**src/rtl/dyn_strobe_pkg.sv**
```systemverilog
package dyn_strobe_pkg;

   localparam int unsigned PHASE_COUNT = 3;
   localparam int unsigned PHASE_W     = 2;

   typedef enum logic [PHASE_W-1:0] {
      PH_PRE  = 2'd0,
      PH_EVA  = 2'd1,
      PH_HOLD = 2'd2
   } phase_e;

   typedef struct packed {
      logic hpre;
      logic heva;
      logic vpre;
      logic veva;
   } strobe_t;

   // Map one local phase to the four plane strobes of a tile.
   function automatic strobe_t strobe_decode(input phase_e p);
      strobe_t s;
      s = '0;
      case (p)
         PH_PRE:  s.hpre = 1'b1;
         PH_EVA:  begin
            s.heva = 1'b1;
            s.vpre = 1'b1;
         end
         PH_HOLD: s.veva = 1'b1;
         default: s = '0;
      endcase
      return s;
   endfunction

endpackage

```
**src/rtl/dss_phase_ctr.sv**
```systemverilog
module dss_phase_ctr
   import dyn_strobe_pkg::*;
#(
   parameter int unsigned PHASES = PHASE_COUNT
) (
   input  logic               clk,
   input  logic               rst,
   input  logic               adv,
   output logic [PHASE_W-1:0] ph_o
);

   localparam logic [PHASE_W-1:0] LAST = PHASE_W'(PHASES - 1);

   generate
      if (PHASES < 2 || PHASES > (1 << PHASE_W)) begin : g_bad_phases
         $error("dss_phase_ctr: PHASES out of range");
      end
   endgenerate

   logic [PHASE_W-1:0] ph_q;

   always_ff @(posedge clk) begin
      if (rst) begin
         ph_q <= '0;
      end else if (adv) begin
         ph_q <= (ph_q == LAST) ? '0 : ph_q + 1'b1;
      end
   end

   assign ph_o = ph_q;

endmodule

```
**src/rtl/dss_tile_ctl.sv**
```systemverilog
module dss_tile_ctl
   import dyn_strobe_pkg::*;
#(
   parameter int unsigned TILE_IDX = 0
) (
   input  logic               clk,
   input  logic               rst,
   input  logic               en,
   input  logic [PHASE_W-1:0] gph_i,
   output strobe_t            strb_o
);

   localparam int unsigned  OFS   = TILE_IDX % PHASE_COUNT;
   localparam int unsigned  SUM_W = PHASE_W + 1;

   logic [SUM_W-1:0] sum;
   logic [PHASE_W-1:0] lph;
   strobe_t strb_d;
   strobe_t strb_q;

   // Rotate the global phase by this tile's constant offset, modulo 3.
   always_comb begin
      sum = {1'b0, gph_i} + SUM_W'(OFS);
      if (sum >= SUM_W'(PHASE_COUNT)) begin
         lph = PHASE_W'(sum - SUM_W'(PHASE_COUNT));
      end else begin
         lph = PHASE_W'(sum);
      end
      strb_d = strobe_decode(phase_e'(lph));
   end

   always_ff @(posedge clk) begin
      if (rst || !en) begin
         strb_q <= '0;
      end else begin
         strb_q <= strb_d;
      end
   end

   assign strb_o = strb_q;

endmodule

```
**src/rtl/dyn_strobe_seq.sv**
```systemverilog
module dyn_strobe_seq
   import dyn_strobe_pkg::*;
#(
   parameter int unsigned NUM_TILES = 4
) (
   input  logic                 clk,
   input  logic                 rst,
   input  logic                 en,
   output logic [NUM_TILES-1:0] hpre_o,
   output logic [NUM_TILES-1:0] heva_o,
   output logic [NUM_TILES-1:0] vpre_o,
   output logic [NUM_TILES-1:0] veva_o,
   output logic [1:0]           phase_o
);

   localparam int unsigned MAX_TILES = 1024;

   generate
      if (NUM_TILES < 1 || NUM_TILES > MAX_TILES) begin : g_bad_tiles
         $error("dyn_strobe_seq: NUM_TILES out of range");
      end
   endgenerate

   logic [PHASE_W-1:0] gph;
   logic [PHASE_W-1:0] phase_q;

   dss_phase_ctr #(.PHASES(PHASE_COUNT)) u_ctr (
      .clk  (clk),
      .rst  (rst),
      .adv  (en),
      .ph_o (gph)
   );

   // The phase register follows the strobe registers, so both describe one phase.
   always_ff @(posedge clk) begin
      if (rst) begin
         phase_q <= '0;
      end else if (en) begin
         phase_q <= gph;
      end
   end

   assign phase_o = phase_q;

   generate
      for (genvar k = 0; k < NUM_TILES; k++) begin : g_tile
         strobe_t s;
         dss_tile_ctl #(.TILE_IDX(k)) u_tile (
            .clk    (clk),
            .rst    (rst),
            .en     (en),
            .gph_i  (gph),
            .strb_o (s)
         );
         assign hpre_o[k] = s.hpre;
         assign heva_o[k] = s.heva;
         assign vpre_o[k] = s.vpre;
         assign veva_o[k] = s.veva;
      end
   endgenerate

endmodule

```
**config.mk**
```make
export PLATFORM = sky130hd
export DESIGN_NAME = dyn_strobe_seq
export DESIGN_NICKNAME = d
export VERILOG_FILES = /design/src/rtl/dyn_strobe_pkg.sv /design/src/rtl/dss_phase_ctr.sv /design/src/rtl/dss_tile_ctl.sv /design/src/rtl/dyn_strobe_seq.sv
export SDC_FILE = /design/constraint.sdc
export NUM_CORES = 1
export LEC_CHECK = 0
export ABC_CLOCK_PERIOD_IN_PS = 1200
export BUFFER_PORTS_ARGS = -buffer_cell sky130_fd_sc_hd__buf_2
export CELL_PAD_IN_SITES_DETAIL_PLACEMENT = 1
export CELL_PAD_IN_SITES_GLOBAL_PLACEMENT = 2
export CORE_MARGIN = 2
export CORE_UTILIZATION = 27
export DETAILED_ROUTE_END_ITERATION = 7
export GPL_TIMING_DRIVEN = 0
export PLACE_DENSITY_LB_ADDON = 0.1
export SLEW_MARGIN = 10
export SYNTH_ARGS = -nofsm -noshare
export SYNTH_HDL_FRONTEND = slang
export SYNTH_HIERARCHICAL = 1
export SYNTH_SLANG_ARGS = --single-unit
```
**constraint.sdc**
```tcl
create_clock -name clk -period 1.2 [get_ports clk]
set_input_delay 0.12 -clock clk [delete_from_list [all_inputs] [get_ports clk]]
set_output_delay 0.12 -clock clk [all_outputs]
set_load 0.01 [all_outputs]
```
==> PnR_summary.wiki, run 1 <==
{| class="wikitable"
! Metric !! Value
|-
| Kind of path behind the tightest hold check || in2reg
|-
| Global placement routability congestion || 0.624
|-
| Biggest area contributors in the synthesized netlist || sky130_fd_sc_hd__dfxtp_1 (49%), sky130_fd_sc_hd__and3b_1 (16%), sky130_fd_sc_hd__ha_1 (15%), sky130_fd_sc_hd__buf_4 (4.6%), sky130_fd_sc_hd__inv_1 (4.6%)
|-
| Post-synth top area cell || sky130_fd_sc_hd__dfxtp_1
|-
| Number of synthesized register bits || 16
|-
| Highest net fanout along the worst path || 12
|-
| Crit Path Class || reg2reg
|-
| Synthesized netlist net count || 69
|-
| Total number of vias || 467
|-
| Remaining routing DRC violations || 0
|-
| Relative slew slack || 81.9%
|-
| Initial core utilization || approximately 29%
|-
| Setup slack of the critical path after layout || 102 ps
|-
| Post-synth cell types || 11
|-
| Buffer type at the clock tree root || sky130_fd_sc_hd__clkbuf_4
|-
| Global-route wire length before repair || 1820 um
|-
| Largest stage delay, worst path || 470 ps
|-
| Reg2Reg Setup Slack || slightly above 100 ps
|-
| Cell internal pwr || slightly above 0.0007 W
|-
| Seq pwr share || 60.6%
|-
| Min cycle time layout || 1100 ps
|-
| Remaining global-route overflow || 0
|-
| Worst path bufs/invs || 1
|-
| Type of element capturing the critical path || register
|-
| Count of antenna-violating nets left after detailed routing || 0
|-
| Number of nets in the final layout || 94
|-
| Hold Path Sink || u_ctr/ph_o[0]
|-
| Critical hold path startpoint || rst
|-
| Share of cells above drive strength 1 || 35.8%
|-
| Top cells by count, synth || sky130_fd_sc_hd__dfxtp_1 (16), sky130_fd_sc_hd__and3b_1 (12), sky130_fd_sc_hd__ha_1 (8), sky130_fd_sc_hd__inv_1 (8), sky130_fd_sc_hd__buf_4 (4)
|-
| CTS clk-pin slew, worst paths || 80 ps
|-
| Num CTS Buffers || 3
|-
| Number of buffers inserted to repair setup after CTS || 0
|-
| Worst slew pin tran || approximately 270 ps
|-
| Worst Hold Path Cells || 2
|-
| Routed len/inst || 10.5 um
|-
| Area growth, synth to finish || 24.6%
|-
| Origin of the critical flop-to-flop path || u_ctr/ph_o[0]
|-
| Power dissipated by switching net loads || 0.000225 W
|-
| Depth of the most critical reg-to-reg path || 3
|-
| RSZ-0062 raised after global routing || no
|-
| Power per cell area || 1160 mW/mm^2
|-
| Reg2reg end || g_tile[1].u_tile/strb_o[2]
|-
| Final core utilization || between 30% and 40%
|-
| Syn Std Cell Area || 652 sq um
|-
| Seq/Total Area, Yosys || approximately half
|-
| Number of levels the H-tree was split into || 1
|-
| Area of the core || between 0.002 and 0.0025 sq mm
|-
| Leading register cell type out of synthesis || sky130_fd_sc_hd__dfxtp_1
|-
| Share of synthesized registers carrying an async set or reset || 0%
|-
| Share of the synthesized area in the top cell type || 49.1%
|-
| CTS sink count || 16
|-
| Most repeated cell in the gate-level netlist after synthesis || sky130_fd_sc_hd__dfxtp_1
|-
| Worst path required time || 1380 ps
|-
| # setup viols final || 0
|-
| Number of slew-limit violations in the final report || 0
|-
| CP Launch Type || register
|-
| Buffers from clock root to sink, at most || 2
|-
| Status || completed
|-
| Number of optimization iterations in the first detailed-route pass || 1
|-
| Leakage dissipation || 0.454 nW
|-
| Latest clock arrival within the worst-skew pair || around 280 ps
|-
| Final Hold Vio Count || 0
|-
| Die Width || 53.1 um
|-
| CP Cell Sequence || inv_1 -> ha_1 -> and3b_1
|-
| Maximum number of pins on one net before global-route repair || 19
|-
| Clock network fraction of design power || 28.8%
|-
| Worst slack at placement || -65.0 ps
|-
| Number of cell rows || 17
|-
| Full die area || 0.00282 sq mm
|-
| Per-cell via count in the routed design || roughly 4.3
|-
| Synthesis Warnings || 6
|-
| HPWL Detailed || 739 um
|-
| Die Height || 53.1 um
|-
| Number of DRC markers after the initial detailed-route iteration || 0
|-
| Post-Synthesis Mean Instance Area || between 10 and 15 sq um
|-
| Maximum vdd drop || around 410 uV
|-
| Family with the most delay on the worst path || flip-flops
|-
| Antenna violations before repair || 0
|-
| Number of enable flip-flop cells after synthesis || 0
|-
| Number of global-route vias before repair || 394
|-
| I/O pin count || 21
|-
| Post-route clock period utilization || 91.5%
|-
| Cells after Synth || 58
|-
| Overall global routing resource usage || 9.31%
|-
| Max-capacitance violation count || 0
|-
| Critical path arrival || 1270 ps
|-
| Net Sw Frac || 23.8%
|-
| Share of power burned in combinational logic || approximately a tenth
|-
| Clk_skew || 3.78 ps
|-
| F_max || 911 MHz
|-
| Routed wire length || 1140 um
|-
| Count of buffers from port buffering || 20
|-
| Antenna diode count || 0
|-
| Clock tree from TritonCTS || built
|-
| Cell with the largest stage delay on the worst path || sky130_fd_sc_hd__dfxtp_2
|}
worst max-delay path by stage:
stage	endpoint	cells after the start	startpoint	slack [ps]
global placement	g_tile[0].u_tile/strb_o[3]	3	u_ctr/ph_o[0]	-40
global route	g_tile[3].u_tile/strb_o[3]	3	u_ctr/ph_o[0]	10
floorplan	g_tile[0].u_tile/strb_o[3]	3	u_ctr/ph_o[0]	100
finish	g_tile[1].u_tile/strb_o[2]	3	u_ctr/ph_o[0]	100
detailed placement	g_tile[1].u_tile/strb_o[2]	3	u_ctr/ph_o[0]	-60
CTS	g_tile[3].u_tile/strb_o[3]	2	u_ctr/ph_o[1]	10
state kept, by name, summed over array words and instances (netlist names):
register / count
g_tile.u_tile/strb_o: 12
phase_o: 2
u_ctr/ph_o: 2
kinds of logic (layout without fill, tap and decap cells):
| group | after synthesis | in the layout | share of synthesized area [%] |
|---|---|---|---|
| buffers and inverters | 12 | 35 | 9.21 |
| AOI/OAI and AO/OA | 2 | 2 | 1.54 |
| and+or+nand+nor | 18 | 18 | 21.7 |
| DFF | 16 | 16 | 49.1 |
| adders and majority gates | 8 | 8 | 15.4 |
| muxes | 2 | 2 | 3.07 |
metrics by stage:
stage / std cells / hold WS, ps / power, W / TNS, ps / instance area, sq um
after floorplan: 58 / 189 / 0.000639 / 0 / 652
after global placement: 106 / 464 / 0.000685 / -152 / 787
after detailed placement: 106 / 474 / 0.000689 / -225 / 787
after CTS: 109 / 163 / 0.000973 / 0 / 811
after global routing: 109 / 182 / 0.00101 / 0 / 812
final: 109 / 171 / 0.000945 / 0 / 812
worst register-to-register path: cells and delay by family, from the launching register on:
kind,cells,cell delay (ps)
flip-flops,1,470
adder cells (fa/ha/maj),1,280
AND/OR/NAND/NOR,1,170
buffers and inverters,1,80
power groups by stage:
stage | Clock (W) | Combinational [W] | Sequential (W)
4_1_cts | 0.000296 | 0.000104 | 0.000574
5_1_grt | 0.000318 | 0.000116 | 0.000577
2_1_floorplan | 0 | 0.0000495 | 0.000590
6_report | 0.000272 | 0.000100 | 0.000573
3_5_place_dp | 0 | 0.000104 | 0.000585
3_3_place_gp | 0 | 0.000101 | 0.000584
area by class of cell:
| cell class | instances | area, sq um |
|---|---|---|
| Fill cell | 270 | 1440 |
| Timing Repair Buffer | 20 | 100 |
| Buffer | 4 | 30.0 |
| Sequential cell | 16 | 323 |
| Inverter | 8 | 30.0 |
| Multi-Input combinational cell | 30 | 272 |
| Clock buffer | 3 | 22.5 |
| Tap cell | 28 | 35.0 |
per-layer routing:
metal / global-route usage [%] / vias up / share of wire (%)
met3: 2.54 / 0 / 6.9
met2: 14.6 / 16 / 47
li1: - / 231 / -
met5: 0 / - / 0
met4: 5.13 / 0 / 0
met1: 11.5 / 220 / 46
cells in the final DEF (no fill, tap or decap):
cell type / Yosys / layout
sky130_fd_sc_hd__or3b_1: 1 / 1
sky130_fd_sc_hd__nor2_1: 2 / 2
sky130_fd_sc_hd__nand2b_1: 2 / 2
sky130_fd_sc_hd__dfxtp_1: 16 / 14
sky130_fd_sc_hd__mux2i_1: 2 / 2
sky130_fd_sc_hd__dfxtp_2: 0 / 2
sky130_fd_sc_hd__and3b_1: 12 / 12
sky130_fd_sc_hd__ha_1: 8 / 8
sky130_fd_sc_hd__clkbuf_4: 0 / 3
sky130_fd_sc_hd__a21oi_1: 2 / 2
sky130_fd_sc_hd__buf_4: 4 / 4
sky130_fd_sc_hd__inv_1: 8 / 8
sky130_fd_sc_hd__nand3b_1: 1 / 1
sky130_fd_sc_hd__buf_2: 0 / 20
what timing repair did:
item / CTS / global route
endpoints found under the hold margin: 0 / 0
gates resized for setup: 1 / 1
setup endpoints to repair: 4 / 7
hold buffers: 0 / 0
Note: power is estimated with default switching activity, not from simulation.
==> run 2: changes to the inputs <==
- CAP_MARGIN: default -> 40
- RECOVER_POWER: default -> 50
==> run 2 against run 1 <==
- sequential cell count unchanged
- cell count unchanged
- setup slack unchanged
- cell area down 2.2%
- hold slack about the same
- critical path type unchanged
- global-route usage unchanged
- wire length up 0.53%
- clock skew about the same
- sequential share of layout area up 0.88 points
- largest power group unchanged
- combinational power down 4%
- clock-buffer cell count unchanged
- highest routed layer unchanged
==> PnR_summary.wiki, run 2 (synthesized netlist as in run 1, its figures left out) <==
{| class="wikitable"
! Metric !! Value
|-
| F_max || 911 MHz (unchanged)
|-
| Filler instances || 277 (+2.6%)
|-
| Reg2reg end || g_tile[1].u_tile/strb_o[2]
|-
| Power dissipated by switching net loads || 0.000226 W (+0.47%)
|-
| Initial core utilization || 28.9% (unchanged)
|-
| Antenna violations before repair || 0 (unchanged)
|-
| Total number of vias || 468 (+0.21%)
|-
| Clock network fraction of design power || 28.9% (about the same)
|-
| Highest net fanout along the worst path || 12 (unchanged)
|-
| Post-route clock period utilization || 91.5% (unchanged)
|-
| Number of slew-limit violations in the final report || 0 (unchanged)
|-
| Total power draw || 0.000941 W (-0.37%)
|-
| Number of global-route vias before repair || 394 (unchanged)
|-
| DP Area || 787 sq um (unchanged)
|-
| Maximum number of pins on one net before global-route repair || 19 (unchanged)
|-
| Buffers from clock root to sink, at most || 2 (unchanged)
|-
| Maximum vdd drop || 415 uV (+0.21%)
|-
| Most used cells in the layout excluding fill and tap cells || sky130_fd_sc_hd__dfxtp_1 (14), sky130_fd_sc_hd__clkbuf_1 (14), sky130_fd_sc_hd__and3b_1 (12), sky130_fd_sc_hd__inv_1 (8), sky130_fd_sc_hd__ha_1 (8)
|-
| Worst path required time || 1380 ps (about the same)
|-
| I/O pin count || 21 (unchanged)
|-
| CTS clk-pin slew, worst paths || 80 ps (about the same)
|-
| Number of flip-flops in the largest register || 12 (unchanged)
|-
| Hold Path Sink || u_ctr/ph_o[0]
|-
| Critical path arrival || 1270 ps (about the same)
|-
| Global-route wire length before repair || 1820 um (unchanged)
|-
| Number of buffers inserted to repair setup after CTS || 0 (unchanged)
|-
| Per-cell via count in the routed design || 4.29 (+0.21%)
|-
| Kind of path behind the tightest hold check || in2reg
|-
| Share of cells above drive strength 1 || 18.5% (-17 points)
|-
| Net Sw Frac || 24.0% (+0.20 points)
|-
| Number of cell rows || 17 (unchanged)
|-
| # setup viols final || 0 (unchanged)
|-
| Cell internal pwr || 0.000716 W (-0.64%)
|-
| Worst slew pin tran || 272 ps (+0.187 ps)
|-
| Start point of the critical path || u_ctr/ph_o[0]
|-
| Area growth, synth to finish || 21.9%
|-
| Placed cell count || 106 (unchanged)
|-
| Total Negative Setup Slacks || 0 ps (unchanged)
|-
| Count of buffers from port buffering || 20 (unchanged)
|-
| CP Launch Type || register
|-
| Remaining routing DRC violations || 0 (unchanged)
|-
| Number of nets in the final layout || 94 (unchanged)
|-
| Depth of the most critical reg-to-reg path || 3 (unchanged)
|-
| Die Width || 53.1 um (unchanged)
|-
| Critical hold path startpoint || rst
|-
| Power per cell area || 1180 mW/mm^2 (+1.8%)
|-
| Routed wire length || 1150 um (+0.53%)
|-
| Buffer type at the clock tree root || sky130_fd_sc_hd__clkbuf_4
|-
| Number of levels the H-tree was split into || 1 (unchanged)
|-
| Global placement routability congestion || 0.624 (unchanged)
|-
| Number of DRC markers after the initial detailed-route iteration || 0 (unchanged)
|-
| Hold slack || 171 ps (-0.0210 ps)
|-
| Num CTS Buffers || 3 (unchanged)
|-
| Full die area || 0.00282 sq mm (unchanged)
|-
| Clock tree from TritonCTS || built
|-
| RSZ-0062 raised after global routing || no
|-
| Number of optimization iterations in the first detailed-route pass || 1 (unchanged)
|-
| Design area || 795 sq um (-2.2%)
|-
| Min cycle time layout || 1100 ps (unchanged)
|-
| Area occupied by registers || 323 sq um (unchanged)
|-
| Area of the core || 0.00225 sq mm (unchanged)
|-
| Final Instance Count excl. Fillers || 109 (unchanged)
|-
| Origin of the critical flop-to-flop path || u_ctr/ph_o[0]
|-
| Count of antenna-violating nets left after detailed routing || 0 (unchanged)
|-
| Final Hold Vio Count || 0 (unchanged)
|-
| CTS sink count || 16 (unchanged)
|-
| Type of element capturing the critical path || register
|-
| Antenna diode count || 0 (unchanged)
|-
| Leakage dissipation || 0.395 nW (-13%)
|-
| Relative slew slack || 81.9% (about the same)
|-
| Die Height || 53.1 um (unchanged)
|-
| Latest clock arrival within the worst-skew pair || 280 ps (about the same)
|-
| Status || completed
|-
| Seq pwr share || 60.9% (+0.3 points)
|-
| Worst Hold Path Cells || 2 (unchanged)
|-
| Multi-input combinational cell area || 272 sq um (unchanged)
|-
| Routed len/inst || 10.5 um (+0.53%)
|-
| Reg2Reg Setup Slack || 100 ps (about the same)
|-
| Overall global routing resource usage || 9.31% (unchanged)
|-
| Share of power burned in combinational logic || 10.2% (-0.4 points)
|-
| Crit Path Class || reg2reg
|-
| Clk_skew || 4.00 ps (+0.220 ps)
|-
| Max-capacitance violation count || 0 (unchanged)
|-
| HPWL Detailed || 739 um (unchanged)
|-
| Remaining global-route overflow || 0 (unchanged)
|}
==> run 2: changes by cell type in the layout (fill, tap and decap cells not counted), sizes merged <==
| cell | previous run | this run |
|---|---|---|
| buf | 24 | 10 |
| clkbuf | 3 | 17 |
==> run 2: metrics by stage <==
stage	worst slack [ps]	utilization, %
global placement	-40.8	34.9
floorplan	99.4	-
CTS	13.5	36.0
global route	10.0	35.2
finish	102	35.2
detailed placement	-65.0	34.9
==> run 2: how the worst max path moves through the flow <==
stage                                 end  slack (ps)  cells after the start
2_1_floorplan  g_tile[0].u_tile/strb_o[3]         100                      3
3_3_place_gp   g_tile[0].u_tile/strb_o[3]         -40                      3
3_5_place_dp   g_tile[1].u_tile/strb_o[2]         -60                      3
4_1_cts        g_tile[3].u_tile/strb_o[3]          10                      2
5_1_grt        g_tile[3].u_tile/strb_o[3]          10                      3
6_report       g_tile[1].u_tile/strb_o[2]         100                      3
==> run 2: worst max-delay path, stage by stage (launching register included) <==
cell and delay, ps:
sky130_fd_sc_hd__dfxtp_2 470, sky130_fd_sc_hd__inv_1 80, sky130_fd_sc_hd__ha_1 280, sky130_fd_sc_hd__and3b_1 170
==> run 2: layer usage <==
layer  up-vias  global-route usage, %  part of all wire, %
met5         -                      0                    0
met4         0                   5.13                    0
met3         0                   2.54                  6.5
met2        16                   14.6                   47
met1       221                   11.5                   46
li1        231                      -                    -
==> run 2: what timing repair did <==
item	in CTS	in global routing
setup endpoints to repair	4	7
hold buffers	0	0
gates resized for setup	1	1
==> run 2: area by class of cell <==
type	count	share of cell area [%]
Sequential cell	16	40.6
Clock buffer	3	2.83
Timing Repair Buffer	20	10.4
Inverter	8	3.78
Buffer	4	3.78
Multi-Input combinational cell	30	34.2
Tap cell	28	4.41
==> run 2: power by group through the flow <==
stage / combinational [W] / clock [W] / sequential [W]
floorplan: 0.0000495 / 0 / 0.000590
global placement: 0.000101 / 0 / 0.000584
detailed placement: 0.000104 / 0 / 0.000585
CTS: 0.000104 / 0.000296 / 0.000574
global route: 0.000111 / 0.000318 / 0.000578
finish: 0.0000958 / 0.000272 / 0.000573
==> run 3: changes to the inputs <==
- BUFFER_PORTS_ARGS: -buffer_cell sky130_fd_sc_hd__buf_2 -> -buffer_cell sky130_fd_sc_hd__clkbuf_2
==> run 3 against run 2 <==
- power fell by 0.13%
- hold slack improved by 17 ps
- register-to-register slack barely moved
- largest cell class unchanged
- cell count did not move
- clock skew rose by 0.99 ps
- critical endpoint unchanged
- clock power barely moved
==> PnR_summary.wiki, run 3 (synthesized netlist as in run 1, its figures left out) <==
{| class="wikitable"
! Metric !! Value
|-
| Status || completed
|-
| Number of nets in the final layout || 94 (unchanged)
|-
| Share of cells above drive strength 1 || 18.5% (unchanged)
|-
| Largest stage delay, worst path || 470 ps (about the same)
|-
| Design area || 795 sq um (unchanged)
|-
| Type of element capturing the critical path || register
|-
| Num CTS Buffers || 3 (unchanged)
|-
| Maximum vdd drop || 451 uV (+8.6%)
|-
| I/O pin count || 21 (unchanged)
|-
| Routed len/inst || 10.2 um (-3.0%)
|-
| Full die area || 0.00282 sq mm (unchanged)
|-
| CP Cell Sequence || inv_1 -> ha_1 -> and3b_1
|-
| Max-capacitance violation count || 0 (unchanged)
|-
| Leakage dissipation || 0.393 nW (-0.68%)
|-
| F_max || 908 MHz (-0.36%)
|-
| Count of buffers from port buffering || 20 (unchanged)
|-
| Clock tree from TritonCTS || built
|-
| Number of flip-flops in the largest register || 12 (unchanged)
|-
| DP Area || 787 sq um (unchanged)
|-
| Filler instances || 280 (+1.1%)
|-
| Area of the core || 0.00225 sq mm (unchanged)
|-
| Antenna diode count || 0 (unchanged)
|-
| Buffers from clock root to sink, at most || 2 (unchanged)
|-
| Total number of vias || 462 (-1.3%)
|-
| Worst path required time || 1370 ps (about the same)
|-
| Number of slew-limit violations in the final report || 0 (unchanged)
|-
| Relative slew slack || 79.9% (-2.0 points)
|-
| CP Launch Type || register
|-
| Critical path arrival || 1280 ps (about the same)
|-
| Crit Path Class || reg2reg
|-
| Buffer type at the clock tree root || sky130_fd_sc_hd__clkbuf_4
|-
| Die Height || 53.1 um (unchanged)
|-
| Number of optimization iterations in the first detailed-route pass || 1 (unchanged)
|-
| Clk_skew || 4.99 ps (+0.987 ps)
|-
| Most used cells in the layout excluding fill and tap cells || sky130_fd_sc_hd__dfxtp_1 (14), sky130_fd_sc_hd__clkbuf_1 (14), sky130_fd_sc_hd__and3b_1 (12), sky130_fd_sc_hd__inv_1 (8), sky130_fd_sc_hd__ha_1 (8)
|-
| Global-route wire length before repair || 1770 um (-3.0%)
|-
| CTS sink count || 16 (unchanged)
|-
| Latest clock arrival within the worst-skew pair || 280 ps (about the same)
|-
| Global placement routability congestion || 0.625 (about the same)
|-
| Die Width || 53.1 um (unchanged)
|-
| Remaining global-route overflow || 0 (unchanged)
|-
| Kind of path behind the tightest hold check || in2reg
|-
| # setup viols final || 0 (unchanged)
|-
| Number of global-route vias before repair || 380 (-3.6%)
|-
| HPWL Detailed || 729 um (-1.4%)
|-
| RSZ-0062 raised after global routing || no
|-
| Number of buffers inserted to repair setup after CTS || 0 (unchanged)
|-
| Number of cell rows || 17 (unchanged)
|-
| Post-route clock period utilization || 91.8% (+0.33 points)
|-
| CTS clk-pin slew, worst paths || 80 ps (about the same)
|-
| Min cycle time layout || 1100 ps (+4.00 ps)
|-
| Number of levels the H-tree was split into || 1 (unchanged)
|-
| Hold slack || 188 ps (+16.7 ps)
|-
| Antenna violations before repair || 0 (unchanged)
|-
| Worst slew pin tran || 302 ps (+30.0 ps)
|-
| Final Hold Vio Count || 0 (unchanged)
|-
| Count of antenna-violating nets left after detailed routing || 0 (unchanged)
|-
| Family with the most delay on the worst path || flip-flops
|-
| Worst path bufs/invs || 1 (unchanged)
|-
| Overall global routing resource usage || 9.06% (-0.25 points)
|-
| Initial core utilization || 28.9% (unchanged)
|-
| Area growth, synth to finish || 21.9% (unchanged)
|-
| Per-cell via count in the routed design || 4.24 (-1.3%)
|-
| Cell with the largest stage delay on the worst path || sky130_fd_sc_hd__dfxtp_2
|-
| Routed wire length || 1110 um (-3.0%)
|-
| Highest net fanout along the worst path || 12 (unchanged)
|-
| Setup slack of the critical path after layout || 98.3 ps (-4.00 ps)
|-
| Remaining routing DRC violations || 0 (unchanged)
|-
| Number of DRC markers after the initial detailed-route iteration || 0 (unchanged)
|-
| Maximum number of pins on one net before global-route repair || 19 (unchanged)
|-
| Worst slack at placement || -53.7 ps (+11.2 ps)
|-
| Power per cell area || 1180 mW/mm^2 (-0.13%)
|}
-- run 3: changes by cell type in the layout (fill, tap and decap cells not counted) --
cell                       previous run  this run
sky130_fd_sc_hd__buf_2                6         0
sky130_fd_sc_hd__clkbuf_2             0         6
-- run 3: cell type report --
class / count / area [sq um] / area share [%]
inverter: 8 / 30.0 / 3.78
clock buffer: 3 / 22.5 / 2.83
buffer: 4 / 30.0 / 3.78
timing repair buffer: 20 / 82.6 / 10.4
sequential: 16 / 323 / 40.6
multi-input combinational: 30 / 272 / 34.2
tap: 28 / 35.0 / 4.41
-- run 3: what timing repair did --
item                       4_1_cts  5_1_grt
hold buffers                     0        0
hold endpoints to repair         0        0
resized for setup                1        1
setup endpoints to repair        4        6
-- run 3: metal layers --
metal | routed length [um] | GRT usage [%] | vias to the layer above
met1 | 482 | 10.6 | 215
met2 | 546 | 14.8 | 16
met3 | 84 | 2.54 | 0
met5 | 0 | 0 | -
met4 | 0 | 5.13 | 0
li1 | - | - | 231
-- run 3: per-stage QoR --
stage	std cells	util, %	power (W)	setup TNS, ps
after global placement	106	34.9	0.000685	-151
after global routing	109	35.2	0.000998	0
after CTS	109	36.0	0.000974	0
after detailed placement	106	34.9	0.000689	-197
after floorplan	58	-	0.000639	0
final	109	35.2	0.000940	0
-- run 3: worst paths after layout --
path                                     from                          to  slack (ps)  cells after the start
worst max-delay path            u_ctr/ph_o[0]  g_tile[1].u_tile/strb_o[2]         100                      3
worst min-delay path                      rst               u_ctr/ph_o[0]         190                      2
worst max register to register  u_ctr/ph_o[0]  g_tile[1].u_tile/strb_o[2]         100                      3
worst min register to register     phase_o[1]                  phase_o[1]         500                      2
-- run 3: power by group --
group | internal (W) | switching (W)
logic | 0.0000460 | 0.0000500
clock network | 0.000116 | 0.000155
registers | 0.000553 | 0.0000195
